[src/rtl/dbg_pkg.sv]
package dbg_pkg;
    localparam int NPH      = 3;
    localparam int DT_W     = 8;
    localparam int PSC_W    = 2;
    localparam int CFG_W    = 16;
    localparam int DT_LSB   = 8;
    localparam int EN_LSB   = 5;
    localparam int PSC_LSB  = 3;

    typedef enum logic [1:0] {
        PH_IDLE  = 2'd0,
        PH_LEAD  = 2'd1,
        PH_FULL  = 2'd2,
        PH_TRAIL = 2'd3
    } ph_state_e;

    typedef struct packed {
        logic [DT_W-1:0]  dt;
        logic [NPH-1:0]   en;
        logic [PSC_W-1:0] psc;
    } dbg_cfg_t;
endpackage

[src/rtl/dbg_cfg_reg.sv]
module dbg_cfg_reg
    import dbg_pkg::*;
(
    input  logic             clk,
    input  logic             rst_n,
    input  logic             cfg_we,
    input  logic [CFG_W-1:0] cfg_wdata,
    output dbg_cfg_t         cfg
);
    logic cfg_unused_bits;
    assign cfg_unused_bits = ^cfg_wdata[PSC_LSB-1:0];

    always_ff @(posedge clk or negedge rst_n) begin
        if (!rst_n) begin
            cfg <= '0;
        end else if (cfg_we) begin
            cfg.dt  <= cfg_wdata[DT_LSB +: DT_W];
            cfg.en  <= cfg_wdata[EN_LSB +: NPH];
            cfg.psc <= cfg_wdata[PSC_LSB +: PSC_W];
        end
    end
endmodule

[src/rtl/dbg_tick_gen.sv]
module dbg_tick_gen #(
    parameter int PSC_W = 2
) (
    input  logic             clk,
    input  logic             rst_n,
    input  logic [PSC_W-1:0] psc,
    output logic             tick
);
    localparam int CW = (1 << PSC_W) - 1;

    logic [CW-1:0] pre;
    logic [CW-1:0] mask;

    always_ff @(posedge clk or negedge rst_n) begin
        if (!rst_n) pre <= '0;
        else        pre <= pre + 1'b1;
    end

    always_comb begin
        for (int i = 0; i < CW; i++) begin
            mask[i] = (i < int'(psc));
        end
        tick = &(pre | ~mask);
    end

    // divide-by-1 ticks every cycle
    assert_div1_tick_R9: assert property (@(posedge clk) disable iff (!rst_n)
        (psc == '0) |-> tick);
endmodule

[src/rtl/dbg_phase_fsm.sv]
module dbg_phase_fsm
    import dbg_pkg::*;
#(
    parameter int CNT_W = 8
) (
    input  logic             clk,
    input  logic             rst_n,
    input  logic             tick,
    input  logic [CNT_W-1:0] dt,
    input  logic             en,
    input  logic             act,
    input  logic             uf,
    output logic             out_lead,
    output logic             out_trail
);
    ph_state_e        state, nxt;
    logic [CNT_W-1:0] cnt;
    logic             clr;
    logic             expired;
    logic             armed;

    assign expired = (cnt >= dt);

    // state register
    always_ff @(posedge clk or negedge rst_n) begin
        if (!rst_n) state <= PH_IDLE;
        else        state <= nxt;
    end

    // dead-time counter
    always_ff @(posedge clk or negedge rst_n) begin
        if (!rst_n) begin
            cnt <= '0;
        end else if (clr) begin
            cnt <= '0;
        end else if ((state == PH_LEAD || state == PH_TRAIL) && tick && cnt != '1) begin
            cnt <= cnt + 1'b1;
        end
    end

    always_ff @(posedge clk or negedge rst_n) begin
        if (!rst_n) armed <= 1'b0;
        else        armed <= 1'b1;
    end

    // next state
    always_comb begin
        nxt = state;
        clr = 1'b0;
        unique case (state)
            PH_IDLE: begin
                if (act) begin
                    nxt = en ? PH_LEAD : PH_FULL;
                    clr = 1'b1;
                end
            end
            PH_LEAD: begin
                if (!act) begin
                    if (uf || !en) begin
                        nxt = PH_IDLE;
                    end else begin
                        nxt = PH_TRAIL;
                        clr = 1'b1;
                    end
                end else if (!en || expired) begin
                    nxt = PH_FULL;
                end
            end
            PH_FULL: begin
                if (!act) begin
                    if (uf || !en) begin
                        nxt = PH_IDLE;
                    end else begin
                        nxt = PH_TRAIL;
                        clr = 1'b1;
                    end
                end
            end
            PH_TRAIL: begin
                if (act) begin
                    if (!en) begin
                        nxt = PH_FULL;
                    end else begin
                        nxt = PH_LEAD;
                        clr = 1'b1;
                    end
                end else if (uf || !en || expired) begin
                    nxt = PH_IDLE;
                end
            end
        endcase
    end

    // outputs
    always_comb begin
        out_lead  = 1'b0;
        out_trail = 1'b0;
        unique case (state)
            PH_IDLE:  begin out_lead = 1'b0; out_trail = 1'b0; end
            PH_LEAD:  begin out_lead = 1'b0; out_trail = 1'b1; end
            PH_FULL:  begin out_lead = 1'b1; out_trail = 1'b1; end
            PH_TRAIL: begin out_lead = 1'b0; out_trail = 1'b1; end
        endcase
    end

    assert_open_edge_R2: assert property (@(posedge clk) disable iff (!rst_n || !armed)
        (en && $rose(act)) |=> (out_trail && !out_lead));

    assert_close_edge_R3: assert property (@(posedge clk) disable iff (!rst_n || !armed)
        (en && !uf && $fell(act)) |=> (out_trail && !out_lead));

    assert_lead_needs_trail_R3: assert property (@(posedge clk) disable iff (!rst_n)
        out_lead |-> out_trail);

    assert_underflow_drop_R4: assert property (@(posedge clk) disable iff (!rst_n)
        (!act && uf) |=> (!out_lead && !out_trail));

    assert_bypass_follow_R5: assert property (@(posedge clk) disable iff (!rst_n)
        !en |=> (out_lead == $past(act) && out_trail == $past(act)));
endmodule

[src/rtl/dbg_deadband_top.sv]
module dbg_deadband_top
    import dbg_pkg::*;
(
    input  logic             clk,
    input  logic             rst_n,
    input  logic             cfg_we,
    input  logic [CFG_W-1:0] cfg_wdata,
    input  logic [NPH-1:0]   slot_act,
    input  logic             uf_evt,
    output logic [NPH-1:0]   drv_lead,
    output logic [NPH-1:0]   drv_trail
);
    dbg_cfg_t cfg;
    logic     tick;

    dbg_cfg_reg u_cfg (
        .clk       (clk),
        .rst_n     (rst_n),
        .cfg_we    (cfg_we),
        .cfg_wdata (cfg_wdata),
        .cfg       (cfg)
    );

    dbg_tick_gen #(.PSC_W(PSC_W)) u_tick (
        .clk   (clk),
        .rst_n (rst_n),
        .psc   (cfg.psc),
        .tick  (tick)
    );

    for (genvar p = 0; p < NPH; p++) begin : g_phase
        dbg_phase_fsm #(.CNT_W(DT_W)) u_ph (
            .clk       (clk),
            .rst_n     (rst_n),
            .tick      (tick),
            .dt        (cfg.dt),
            .en        (cfg.en[p]),
            .act       (slot_act[p]),
            .uf        (uf_evt),
            .out_lead  (drv_lead[p]),
            .out_trail (drv_trail[p])
        );
    end

    // outputs idle while reset is held
    always_comb begin
        if (!rst_n) assert_reset_idle_R1: assert (drv_lead == '0 && drv_trail == '0);
    end
endmodule

[config.mk]
export PLATFORM = sky130hd
export DESIGN_NAME = dbg_deadband_top
export DESIGN_NICKNAME = d
export VERILOG_FILES = /design/src/rtl/dbg_pkg.sv /design/src/rtl/dbg_cfg_reg.sv /design/src/rtl/dbg_tick_gen.sv /design/src/rtl/dbg_phase_fsm.sv /design/src/rtl/dbg_deadband_top.sv
export SDC_FILE = /design/constraint.sdc
export NUM_CORES = 1
export LEC_CHECK = 0
export CORE_MARGIN = 2
export CORE_UTILIZATION = 35
export CTS_BUF_LIST = sky130_fd_sc_hd__clkbuf_16
export CTS_CLUSTER_SIZE = 40
export DETAILED_ROUTE_END_ITERATION = 12
export DONT_BUFFER_PORTS = 1
export GPL_ROUTABILITY_DRIVEN = 0
export PLACE_DENSITY = 0.5
export SLEW_MARGIN = 20
export SYNTH_ARGS = -nofsm -noshare
export SYNTH_HDL_FRONTEND = slang
export SYNTH_SLANG_ARGS = --single-unit
[constraint.sdc]
create_clock -name clk -period 2.4 [get_ports clk]
set_input_delay 0.48 -clock clk [delete_from_list [all_inputs] [get_ports clk]]
set_output_delay 0.48 -clock clk [all_outputs]
set_load 0.01 [all_outputs]
==> impl_metrics.env <==
export IMPL_yosysWarnings=0
export IMPL_wire_per_inst_um=15.21
export IMPL_cts_resized=0
export IMPL_grtUsageMet2_pct=24.52
export IMPL_slowest_delay_ns=0.51
export IMPL_wirelength_um=7101
export IMPL_drive_gt1_share_pct=7.022
export IMPL_die_w_um=100.2
export IMPL_worstSetupStartpoint="g_phase[0].u_ph.state[1]"
export IMPL_syn_nets=423
export IMPL_drt_pass1_iterations=4
export IMPL_yosysSeqAreaShare_pct=35.55
export IMPL_chipHeight_um=100.2
export IMPL_cts_setup_buffers=0
export IMPL_root_buffer="clkbuf_16"
export IMPL_crit_required_ns=2.62
export IMPL_cts_buffers=5
export IMPL_setup_ws_ns=0.3981
export IMPL_ys_flop_type="dfrtp_1"
export IMPL_crit_buf_inv=1
export IMPL_grt_pass1_wl_um=12360
export IMPL_maxSlewHeadroom_pct=61.22
export IMPL_synth_area_leaders="dfrtp_1 36%, ha_1 17%, nor2_1 3.8%"
export IMPL_reg2reg_depth=6
export IMPL_p_per_area_nw_per_um2=807.3
export IMPL_cts_clk_slew_worst_paths_ns=0.07
export IMPL_core_area_um2=9109
export IMPL_top_usage_layer="met2"
export IMPL_grt_pass1_vias=2550
export IMPL_cp_max_fo=14
export IMPL_htreeDepth=2
export IMPL_use_met1_pct=21.57
export IMPL_dieArea_um2=10040
export IMPL_power_leakage_nw=1.593
export IMPL_drt_iter0_drc=113
export IMPL_syn_area_um2=3238
export IMPL_timing_fmax_mhz=499.5
export IMPL_peakVddDrop_uv=332.7
export IMPL_worst_pin_slew_ns=0.5795
export IMPL_path_cells="inv_1 > ha_1 > nor2_1 > or3_4 > or4_1 > a21oi_1"
export IMPL_antennaDiodeCount=0
export IMPL_cts_sinks=46
export IMPL_vias=2547
export IMPL_hold_buffers=1
export IMPL_grt_max_degree=47
export IMPL_ys_seq_elements=46
export IMPL_drc=0
export IMPL_cp_start_kind="flop"
export IMPL_grt_usage_pct=15.52
export IMPL_ys_async_sr_fraction_pct=100.0
export IMPL_io_buffers=0
export IMPL_critPathCaptureType="flop"
export IMPL_timing_final_crit_share_pct=83.41
export IMPL_cts_buffer_depth=2
export IMPL_synth_top_area_share_pct=35.55
export IMPL_area_delta_synth_final_pct=8.578
export IMPL_synth_edf_count=0
export IMPL_r2r_setup_slack_ns=0.40
export IMPL_grt_overflow=0
export IMPL_rows=35
export IMPL_rsz0062_at_grt="false"
export IMPL_slew_violations=0
export IMPL_final_hold_viol_count=0
export IMPL_antenna_found_initial=0
export IMPL_finClkSkew_ns=0.003063
export IMPL_timing_rr_start="g_phase[0].u_ph.state[1]"
export IMPL_drtAntennaViolNets=0
export IMPL_ios=29
export IMPL_crit_family="simple AND/OR/NAND/NOR gates"
export IMPL_dp_slack_ns=0.4011
export IMPL_vias_per_cell=5.454
export IMPL_cp_slowest_cell="or4_1"
export IMPL_synthCells=357
export IMPL_synth_top_cell_by_area="dfrtp_1"
export IMPL_fin_nets=421
export IMPL_syn_area_per_cell_um2=9.070
export IMPL_hp_class="in -> async"
export IMPL_crit_reg2reg_capture="g_phase[0].u_ph.cnt[5]"
export IMPL_dpl_hpwl_um=5260
export IMPL_setup_viol=0
export IMPL_status="finished, final reports clean"
export IMPL_crit_arrival_ns=2.22
export IMPL_fin_crit_ns=2.002
export IMPL_initial_core_util_pct=35.55
export IMPL_maxCapViolCount=0
export IMPL_insertion_delay_ns=0.29
export IMPL_yosys_cell_types_count=45
export IMPL_cts_tree="done"
export IMPL_nFillCells=924
export IMPL_fin_tns_setup_ns=0
export IMPL_critical_path_class="reg -> reg"
export IMPL_grtUsageMet3_pct=2.368
==> cells in the mapped netlist, types with 6 or more instances <==
cell type  count
nand2_1       27
inv_1         28
o21ai_0       22
nand4_1        6
buf_4          6
and3_1         6
nor2b_1       10
mux2_2         7
nor2_1        33
o211ai_1       7
a21oi_1       23
dfrtp_1       46
ha_1          43
nand3_1       12
==> worst reg2reg max path, delay by kind of cell, from the launching register on <==
kind | cells | cell delay [ns]
flip-flops | 1 | 0.40
AND/OR/NAND/NOR | 3 | 1.02
adder cells (fa/ha/maj) | 1 | 0.23
buffers and inverters | 1 | 0.13
AO/OA/AOI/OAI | 1 | 0.15
==> cell usage in the layout, fill, tap and decap left out, types with 4 or more instances in the layout <==
cell       count
inv_1         28
a21oi_1       23
nand3_1       12
mux2_2         7
a31oi_1        4
nor2b_1       10
ha_1          43
o41ai_1        4
or3_1          5
a22oi_1        4
or4_1          5
nor2_1        33
dfrtp_1       46
nand2_1       27
nor3_1         4
mux2i_1        4
o21ai_0       22
and3_1         6
nand4_1        6
o211ai_1       7
clkbuf_16      5
==> sequential cells by signal (all words and copies together), names as in the netlist <==
register	count
u_cfg.cfg	13
g_phase.u_ph.state	6
u_tick.pre	3
g_phase.u_ph.cnt	24
==> cell type report <==
class                   instances  area, µm²  area share, %
multi-input cells             270       1902          54.09
flip-flops and latches         46       1151          32.74
well taps                     111      138.9          3.950
clock buffers                   5      125.1          3.559
inverters                      28      105.1          2.989
repair buffers                  4      50.05          1.423
clock inverters                 3      43.79          1.246
==> report_power, final <==
group	leakage, nW	total (W)	switching [W]	internal [W]
sequential	0.603	0.000975	0.0000959	0.000879
clock	0.0842	0.000802	0.000308	0.000493
combinational	0.906	0.00106	0.000643	0.000419
==> metal layers <==
| metal | vias up | part of all wire, % |
|---|---|---|
| met5 | - | 0 |
| met4 | 0 | 2.0 |
| met3 | 9 | 2.7 |
| met2 | 35 | 44 |
| met1 | 1206 | 51 |
| li1 | 1297 | - |
==> how the worst max path moves through the flow <==
stage                                          end  cells past startpoint  slack [ns]
after global placement    g_phase[0].u_ph.state[0]                      5        0.43
after detailed placement    g_phase[0].u_ph.cnt[5]                      6        0.40
final                       g_phase[0].u_ph.cnt[5]                      6        0.40
after global routing        g_phase[1].u_ph.cnt[5]                      6        0.26
after floorplan             g_phase[2].u_ph.cnt[3]                      6        0.59
after CTS                   g_phase[0].u_ph.cnt[5]                      6        0.39
==> through the flow <==
step	hold slack (ns)	cell area [µm²]	std cells	utilization, %	power, W
global placement	0.1863	3319	458	36.44	0.002016
global route	0.05182	3516	467	38.60	0.003075
CTS	0.04574	3516	467	38.60	0.002877
floorplan	0.1844	3238	357	-	0.001882
finish	0.03349	3516	467	38.60	0.002838
detailed placement	0.1863	3319	458	36.44	0.002035
==> logic make-up (layout without fill, tap and decap cells) <==
| family | Yosys count | count (layout) | share of synthesized area (%) |
|---|---|---|---|
| muxes | 11 | 11 | 3.671 |
| buffers and inverters | 41 | 40 | 5.718 |
| xor gates and xnor gates | 4 | 4 | 1.082 |
| adders and majority gates | 43 | 43 | 16.62 |
| and+or+nand+nor | 117 | 117 | 17.97 |
| AOI/OAI and AO/OA | 95 | 95 | 19.40 |
| DFF | 46 | 46 | 35.55 |
Note: power is estimated with default switching activity, not from simulation.
